[src/rtl/seq_mul_pkg.sv]
package seq_mul_pkg;
  typedef enum logic [0:0] {
    MUL_IDLE = 1'b0,
    MUL_RUN  = 1'b1
  } mul_state_e;
endpackage

[src/rtl/seq_mul_ctrl.sv]
module seq_mul_ctrl #(
  parameter int WIDTH = 32
) (
  input  logic clk,
  input  logic rst,
  input  logic start_i,
  output logic load_o,
  output logic step_o,
  output logic busy_o,
  output logic done_o
);
  import seq_mul_pkg::*;

  localparam int CW = (WIDTH > 1) ? $clog2(WIDTH) : 1;
  localparam logic [CW-1:0] LAST = CW'(WIDTH - 1);

  mul_state_e state_q;
  logic [CW-1:0] iter_q;
  logic done_q;

  assign load_o = start_i && (state_q == MUL_IDLE);
  assign step_o = (state_q == MUL_RUN);
  assign busy_o = (state_q == MUL_RUN);
  assign done_o = done_q;

  always_ff @(posedge clk) begin
    if (rst) begin
      state_q <= MUL_IDLE;
      iter_q  <= '0;
      done_q  <= 1'b0;
    end else begin
      done_q <= 1'b0;
      case (state_q)
        MUL_IDLE: begin
          if (start_i) begin
            state_q <= MUL_RUN;
            iter_q  <= '0;
          end
        end
        MUL_RUN: begin
          if (iter_q == LAST) begin
            state_q <= MUL_IDLE;
            done_q  <= 1'b1;
          end else begin
            iter_q <= iter_q + 1'b1;
          end
        end
        default: state_q <= MUL_IDLE;
      endcase
    end
  end

  // completion is a single-cycle pulse, never overlapping busy
  assert_done_pulse_R5: assert property (@(posedge clk) disable iff (rst)
    done_o |=> !done_o);
  assert_done_not_busy_R5: assert property (@(posedge clk) disable iff (rst)
    !(done_o && busy_o));
  // leaving the busy phase always raises completion
  assert_fall_done_R4: assert property (@(posedge clk) disable iff (rst)
    (busy_o && iter_q == LAST) |=> (done_o && !busy_o));
  // a start during a run does not end or restart the run
  assert_start_ignored_R7: assert property (@(posedge clk) disable iff (rst)
    (busy_o && start_i && iter_q != LAST) |=> (busy_o && iter_q == $past(iter_q) + 1'b1));
endmodule

[src/rtl/seq_mul_dp.sv]
module seq_mul_dp #(
  parameter int WIDTH = 32
) (
  input  logic               clk,
  input  logic               rst,
  input  logic               load_i,
  input  logic               step_i,
  input  logic [WIDTH-1:0]   mcand_i,
  input  logic [WIDTH-1:0]   mplier_i,
  output logic [2*WIDTH-1:0] prod_o
);
  localparam int PW = 2 * WIDTH;

  logic [WIDTH-1:0] mcand_q;
  logic [PW-1:0]    prod_q;
  logic [WIDTH:0]   upper_sum;
  logic [WIDTH:0]   addend;
  logic [PW-1:0]    prod_next;

  // Only the upper half passes through the adder; the carry is the extra bit.
  assign addend    = prod_q[0] ? {1'b0, mcand_q} : '0;
  assign upper_sum = {1'b0, prod_q[PW-1:WIDTH]} + addend;
  assign prod_next = {upper_sum, prod_q[WIDTH-1:1]};
  assign prod_o    = prod_q;

  always_ff @(posedge clk) begin
    if (rst) begin
      mcand_q <= '0;
      prod_q  <= '0;
    end else if (load_i) begin
      mcand_q <= mcand_i;
      prod_q  <= {{WIDTH{1'b0}}, mplier_i};
    end else if (step_i) begin
      prod_q <= prod_next;
    end
  end

  // with bit 0 clear the register only shifts
  assert_shift_only_R3: assert property (@(posedge clk) disable iff (rst)
    (step_i && !load_i && !prod_q[0]) |=> (prod_q == ($past(prod_q) >> 1)));
  // the lower half always shifts down, add or not
  assert_low_shift_R3: assert property (@(posedge clk) disable iff (rst)
    step_i |=> (prod_q[WIDTH-2:0] == $past(prod_q[WIDTH-1:1])));
  // multiplicand is frozen while iterating
  assert_mcand_frozen_R7: assert property (@(posedge clk) disable iff (rst)
    step_i |=> $stable(mcand_q));
endmodule

[src/rtl/seq_mul.sv]
module seq_mul #(
  parameter int WIDTH = 32
) (
  input  logic               clk,
  input  logic               rst,
  input  logic               start_i,
  input  logic [WIDTH-1:0]   mcand_i,
  input  logic [WIDTH-1:0]   mplier_i,
  output logic               busy_o,
  output logic               done_o,
  output logic [2*WIDTH-1:0] product_o
);
  logic load;
  logic step;

  seq_mul_ctrl #(.WIDTH(WIDTH)) u_ctrl (
    .clk     (clk),
    .rst     (rst),
    .start_i (start_i),
    .load_o  (load),
    .step_o  (step),
    .busy_o  (busy_o),
    .done_o  (done_o)
  );

  seq_mul_dp #(.WIDTH(WIDTH)) u_dp (
    .clk      (clk),
    .rst      (rst),
    .load_i   (load),
    .step_i   (step),
    .mcand_i  (mcand_i),
    .mplier_i (mplier_i),
    .prod_o   (product_o)
  );

  // an accepted start loads the multiplier low and clears the top
  assert_load_R2: assert property (@(posedge clk) disable iff (rst)
    (start_i && !busy_o) |=> (busy_o && product_o[2*WIDTH-1:WIDTH] == '0
                              && product_o[WIDTH-1:0] == $past(mplier_i)));
  // idle without start holds the product
  assert_hold_R8: assert property (@(posedge clk) disable iff (rst)
    (!busy_o && !start_i) |=> $stable(product_o));
  // a start during the completion cycle is taken
  assert_back_to_back_R9: assert property (@(posedge clk) disable iff (rst)
    (done_o && start_i) |=> busy_o);
endmodule

[config.mk]
export PLATFORM = sky130hd
export DESIGN_NAME = seq_mul
export DESIGN_NICKNAME = d
export VERILOG_FILES = /design/src/rtl/seq_mul_pkg.sv /design/src/rtl/seq_mul_ctrl.sv /design/src/rtl/seq_mul_dp.sv /design/src/rtl/seq_mul.sv
export SDC_FILE = /design/constraint.sdc
export NUM_CORES = 1
export LEC_CHECK = 0
export BUFFER_PORTS_ARGS = -buffer_cell sky130_fd_sc_hd__buf_2
export CAP_MARGIN = 0
export CORE_MARGIN = 10
export CORE_UTILIZATION = 51
export CTS_BUF_LIST = sky130_fd_sc_hd__clkbuf_4
export CTS_CLUSTER_SIZE = 28
export DETAILED_ROUTE_END_ITERATION = 12
export GPL_TIMING_DRIVEN = 0
export PLACE_DENSITY = 0.89
export SYNTH_ARGS = -nofsm -noshare
export SYNTH_HDL_FRONTEND = slang
export SYNTH_SLANG_ARGS = --single-unit
[constraint.sdc]
create_clock -name clk -period 3 [get_ports clk]
set_clock_uncertainty 0.2 [all_clocks]
set_input_delay 0.45 -clock clk [delete_from_list [all_inputs] [get_ports clk]]
set_output_delay 0.45 -clock clk [all_outputs]
set_load 0.02 [all_outputs]
Word-level counts from Yosys, hierarchy flattened
Index checks and enable logic that the tools add are counted.
{ "totals": {"regBits": 103, "wordCells": 27} }
{ "classes": {"bitwise": 1, "reduce_logical": 5, "n_addsub": 2, "n_eq_ne": 3, "n_mux": 10} }
{ "op_table": {"columns": ["cell", "n"], "rows": [
  ["$mux 32", 3],
  ["$add 32x32->33", 1],
  ["$mux 5", 2],
  ["$pmux 5 s2", 1],
  ["$add 5x1->5 const B", 1],
  ["$eq 5x5->1 const B", 1],
  ["$ne 2x2->1 const B", 2],
  ["$reduce_or 2->1", 2],
  ["$mux 1", 3],
  ["$pmux 1 s2", 1],
  ["$reduce_and 2->1", 1],
  ["$reduce_bool 2->1", 1],
  ["$logic_and 1x1->1", 1],
  ["$not 1->1", 1]
]} }

Logic depth before layout (Yosys ltp)
{ "logic_depth": {"word_depth": 4, "ltp_mapped": 11} }

By module
Synthesis repeated with hierarchy kept, for this count alone.
{ "unflattened": {"cells_unflattened": 734, "hier_area_um2": 6113.4} }
{ "modules_own_cells": {"columns": ["mod", "cells_per_inst", "seq_area_each_um2", "area_per_inst_um2", "n_inst"], "rows": [
  ["seq_mul_dp", 696, 1921.8, 5766.8, 1],
  ["seq_mul_ctrl", 38, 140.1, 346.6, 1]
]} }

Worst setup path after synthesis
OpenSTA, ideal clock, no wires.
{ "synth_path": {"path_kind": "reg2reg", "from": "reg u_dp.prod_q[0], in the netlist u_dp.prod_o[0]", "to": "reg u_dp.prod_q[59], in the netlist u_dp.prod_o[59]", "n_path_buf": 1, "path_slack_ns": 0.079, "synth_period_minus_slack_ns": 2.921, "stages_incl_launch_ff": 12, "t_required_ns": 2.683, "setup_time_ns": 0.117, "t_arrival_ns": 2.603, "cell_sequence": "dfxtp_1 clkbuf_1 and2_1 ha_1 fa_1 a21o_1 nand4_1 a211oi_1 o21ai_1 a31oi_1 or3_1 a32o_1"} }
{ "synth_via": {"elab_chain_cells": 2} }
{ "synth_rtl": {"columns": ["element", "line", "source"], "rows": [
  ["from (decl)", "seq_mul_dp.sv:15", "logic [PW-1:0] prod_q;"],
  ["from (signal assigned)", "seq_mul_dp.sv:32", "prod_q <= {{WIDTH{1'b0}}, mplier_i};"],
  ["from (signal assigned)", "seq_mul_dp.sv:34", "prod_q <= prod_next;"],
  ["$mux 32", "seq_mul_dp.sv:21", "assign addend = prod_q[0] ? {1'b0, mcand_q} : '0;"],
  ["$add 32x32->33", "seq_mul_dp.sv:22", "assign upper_sum = {1'b0, prod_q[PW-1:WIDTH]} + addend;"]
]} }
Every way passes these cells.
A chain may end at the register's enable or synchronous reset.

Worst setup path in the final report
Same ends and word-level chain as after synthesis.

==> summary.md <==
| Metric | Value |
|---|---|
| CTS sink count | 103 |
| Worst setup margin | 0.0647 ns |
| Min-Delay Path Class | in -> reg |
| Place WS | -0.371 ns |
| # placed instances | 1,035 |
| Final Power | 2.74 mW |
| IO Port Bufs | 131 |
| Die area | 16,500 µm² |
| Hold Slack | 0.0207 ns |
| Routed length per instance | 16.8 µm |
| Root Buffer | clkbuf_4 |
| Synth-to-Final Area Change | 26.1% |
| Endpoint, Worst Hold | u_dp.mcand_q[13]$_SDFFE_PP0P_ |
| Netlist cell types | 53 |
| Tightest Pin Transition | 0.650 ns |
| Die Y-Extent | 128 µm |
| Setup CP Type | reg -> reg |
| Cts bufs inserted | 9 |
| Flops & latches, synth | 103 |
| PwrDens | 363 nW/µm² |
| Remaining Overflow, GRT | 0 |
| Reg2Reg Setup Slack | 0.06 ns |
| CTS tree | done |
| Main synth FF type | dfxtp_1 |
| Register-to-Register Path Depth | 12 |
| Critical Path Max Stage Delay | 0.42 ns |
| Setup TNS | 0 ns |
| Crit path arrival time | 3.15 ns |
| Mapped cell area | 5990 µm² |
| Post-synth EDFFs | 0 |
| Max Fanout on Critical Path | 6 |
| Final net count | 1,046 |
| Critical Path Start Type | flop |
| Rows | 39 |
| Final Non-Filler Cells | 1,093 |
| Synth Net Count | 863 |
| Clock transition at path regs | 0.16 ns |
| Worst Path Required | 3.22 ns |
| Synth Warn # | 0 |
| First-pass GRT wire length | 29.2 mm |
| DR iter-0 viols | 432 |
| Vias in the first global route | 6,009 |
| Hold Startpoint | mcand_i[13] |
| Total detailed-routing wirelength | 18.4 mm |
| Routed via count | 6,205 |
| Endpoint class of the critical path | flop |
| WP buf/inv | 2 |
| Fin crit share | 97.8% |
| Starting Density | 52.2% |
| Drt pass-1 iters | 6 |
| Seq/Total Area, Yosys | 34.4% |
| Cell count after synthesis | 761 |
| Final HPWL DP | 12.8 mm |
| Peak VDD IR | 0.314 mV |
| Final min period | 2.94 ns |
| Status | complete, no violations |
| Final hold violation count | 0 |
| Final ANT Viol Nets | 0 |
| Die Width | 128 µm |
| Vias per inst | 5.68 |
| R2r startpoint | u_dp.prod_o[0]$_SDFFE_PP0P_ |
| Avg Cell Area, Syn | 7.87 µm² |
| Max clock buf depth | 2 |
| MaxCap Viol Count | 0 |
| Worst skew pair latency | 0.50 ns |
| H-tree depth | 3 |
| Slew Limit Headroom | 56.5% |
| LEAKAGE | 3.62 nW |
| Reg2reg end | u_dp.prod_o[59]$_SDFFE_PP0P_ |
| Initial antenna violation count | 1 |
| Fillers | 884 |
| Tot GR Track Use | 21.3% |
| Core footprint | 11,500 µm² |
| RSZ-0062 raised after global routing | yes |
| CP Cell Sequence | buf_8 -> and2_4 -> ha_4 -> fa_2 -> a21o_1 -> nand4_1 -> a211oi_2 -> o21ai_1 -> buf_4 -> a31oi_4 -> or3_4 -> a32o_1 |
| RePlAce Congestion | 0.943 |
| Slew Viols, Final | 0 |
| Layout cells sized above 1 | 22.1% |
| CP delay by family, top | compound AO/OA/AOI/OAI gates |
| # DRC | 0 |
| I/O pins | 133 |
| Hold path cells | 3 |
| Largest net degree at the start of global routing | 18 |
| Synth async-reset ratio | 0% |
| CP max stage cell | dfxtp_4 |
| FMAX | 0.341 GHz |
| Final setup fails | 0 |
cell families after synthesis:
group                      after synthesis  synth area share, %
xor gates and xnor gates                23                 3.36
DFF                                    103                 34.4
muxes                                   48                 8.09
adders and majority gates               35                 7.44
buffers and inverters                   58                 3.91
and+or+nand+nor                        295                 22.5
AOI/OAI and AO/OA                      199                 20.3
repair_timing:
item                                    in CTS  in global routing
endpoints found under the setup margin      20                 15
setup buffers                                9                  3
endpoints found under the hold margin       31                  0
pin swaps                                    8                 17
hold buffers                                31                  0
cloned                                       1                  0
gates resized for setup                     20                 28
registers in the layout (all words and copies together), names as in the netlist:
| signal | count |
|---|---|
| u_dp.mcand_q | 32 |
| u_dp.prod_o | 64 |
| u_ctrl.iter_q | 5 |
| u_ctrl.done_o | 1 |
| u_ctrl.busy_o | 1 |
worst register-to-register path, stage by stage, from the launching register on:
cell and delay [ns]:
dfxtp_4 0.42, buf_8 0.14, and2_4 0.15, ha_4 0.15, fa_2 0.34, a21o_1 0.20, nand4_1 0.14, a211oi_2 0.11
o21ai_1 0.14, buf_4 0.16, a31oi_4 0.10, or3_4 0.35, a32o_1 0.25
how the worst max path moves through the flow:
stage / cells past startpoint / endpoint / slack [ns] / start
floorplan: 11 / u_dp.prod_o[59]$_SDFFE_PP0P_ / 0.08 / u_dp.prod_o[0]$_SDFFE_PP0P_
detailed placement: 11 / u_dp.prod_o[59]$_SDFFE_PP0P_ / -0.37 / u_dp.prod_o[0]$_SDFFE_PP0P_
global placement: 11 / u_dp.prod_o[59]$_SDFFE_PP0P_ / -0.36 / u_dp.prod_o[0]$_SDFFE_PP0P_
global route: 10 / u_dp.prod_o[55]$_SDFFE_PP0P_ / -0.02 / u_dp.prod_o[0]$_SDFFE_PP0P_
finish: 12 / u_dp.prod_o[59]$_SDFFE_PP0P_ / 0.06 / u_dp.prod_o[0]$_SDFFE_PP0P_
CTS: 10 / u_dp.prod_o[59]$_SDFFE_PP0P_ / 0.01 / u_dp.prod_o[0]$_SDFFE_PP0P_
layout make-up:
cell class              instances  area [µm²]  area share [%]
diodes                          1        2.50          0.0331
clock inverters                 5        63.8           0.845
repair buffers                175        1070            14.1
flip-flops and latches        103        2070            27.4
inverters                       6        22.5           0.298
plain buffers                  49         223            2.95
well taps                     143         179            2.37
multi-input cells             600        3850            50.9
clock buffers                  11        82.6            1.09
Yosys cell counts, types with 10 or more instances:
cell / n / area share [%]
dfxtp_1: 103 / 34
nor2_1: 103 / 6.5
a21oi_1: 102 / 8.5
nand2_1: 99 / 6.2
mux2i_1: 45 / 7.5
and2_1: 37 / 3.9
clkbuf_1: 37 / 2.3
ha_1: 34 / 7.1
a21o_1: 25 / 3.1
o21ai_0: 16 / 1.3
xnor2_1: 13 / 1.9
buf_2: 12 / 1.0
o21ai_1: 11 / 0.92
xor2_1: 10 / 1.5
stage by stage:
| step | cell area [µm²] | util (%) |
|---|---|---|
| after floorplan | 5990 | - |
| after global placement | 6820 | 59.5 |
| after detailed placement | 6820 | 59.5 |
| after CTS | 7440 | 64.9 |
| after global routing | 7550 | 65.9 |
| final | 7550 | 65.9 |
placed cells by master, fill, tap and decap left out, types with 14 or more instances in the layout:
cell	Yosys	layout
and2_1	37	36
dlygate4sd3_1	0	31
o21ai_0	16	15
buf_2	12	141
nor2_1	103	103
a21oi_1	102	96
clkbuf_1	37	32
a21o_1	25	25
ha_1	34	29
nand2_1	99	99
dfxtp_1	103	102
clkbuf_4	0	14
mux2i_1	45	45
layer usage:
layer / global-route usage, % / share of wire [%] / vias up
met3: 5.75 / 7.3 / 60
li1: - / - / 3007
met4: 8.08 / 3.4 / 0
met5: 0 / 0 / -
met2: 36.6 / 49 / 292
met1: 24.6 / 41 / 2846
where the power goes:
part           switching [mW]  leakage [nW]  internal, mW  total [mW]
clock network           0.500        0.0785         0.282       0.782
registers              0.0470         0.841          1.43        1.48
logic                   0.284          2.70         0.194       0.478
total                   0.831          3.62          1.91        2.74
No activity file was read; power rests on OpenSTA's default activity.
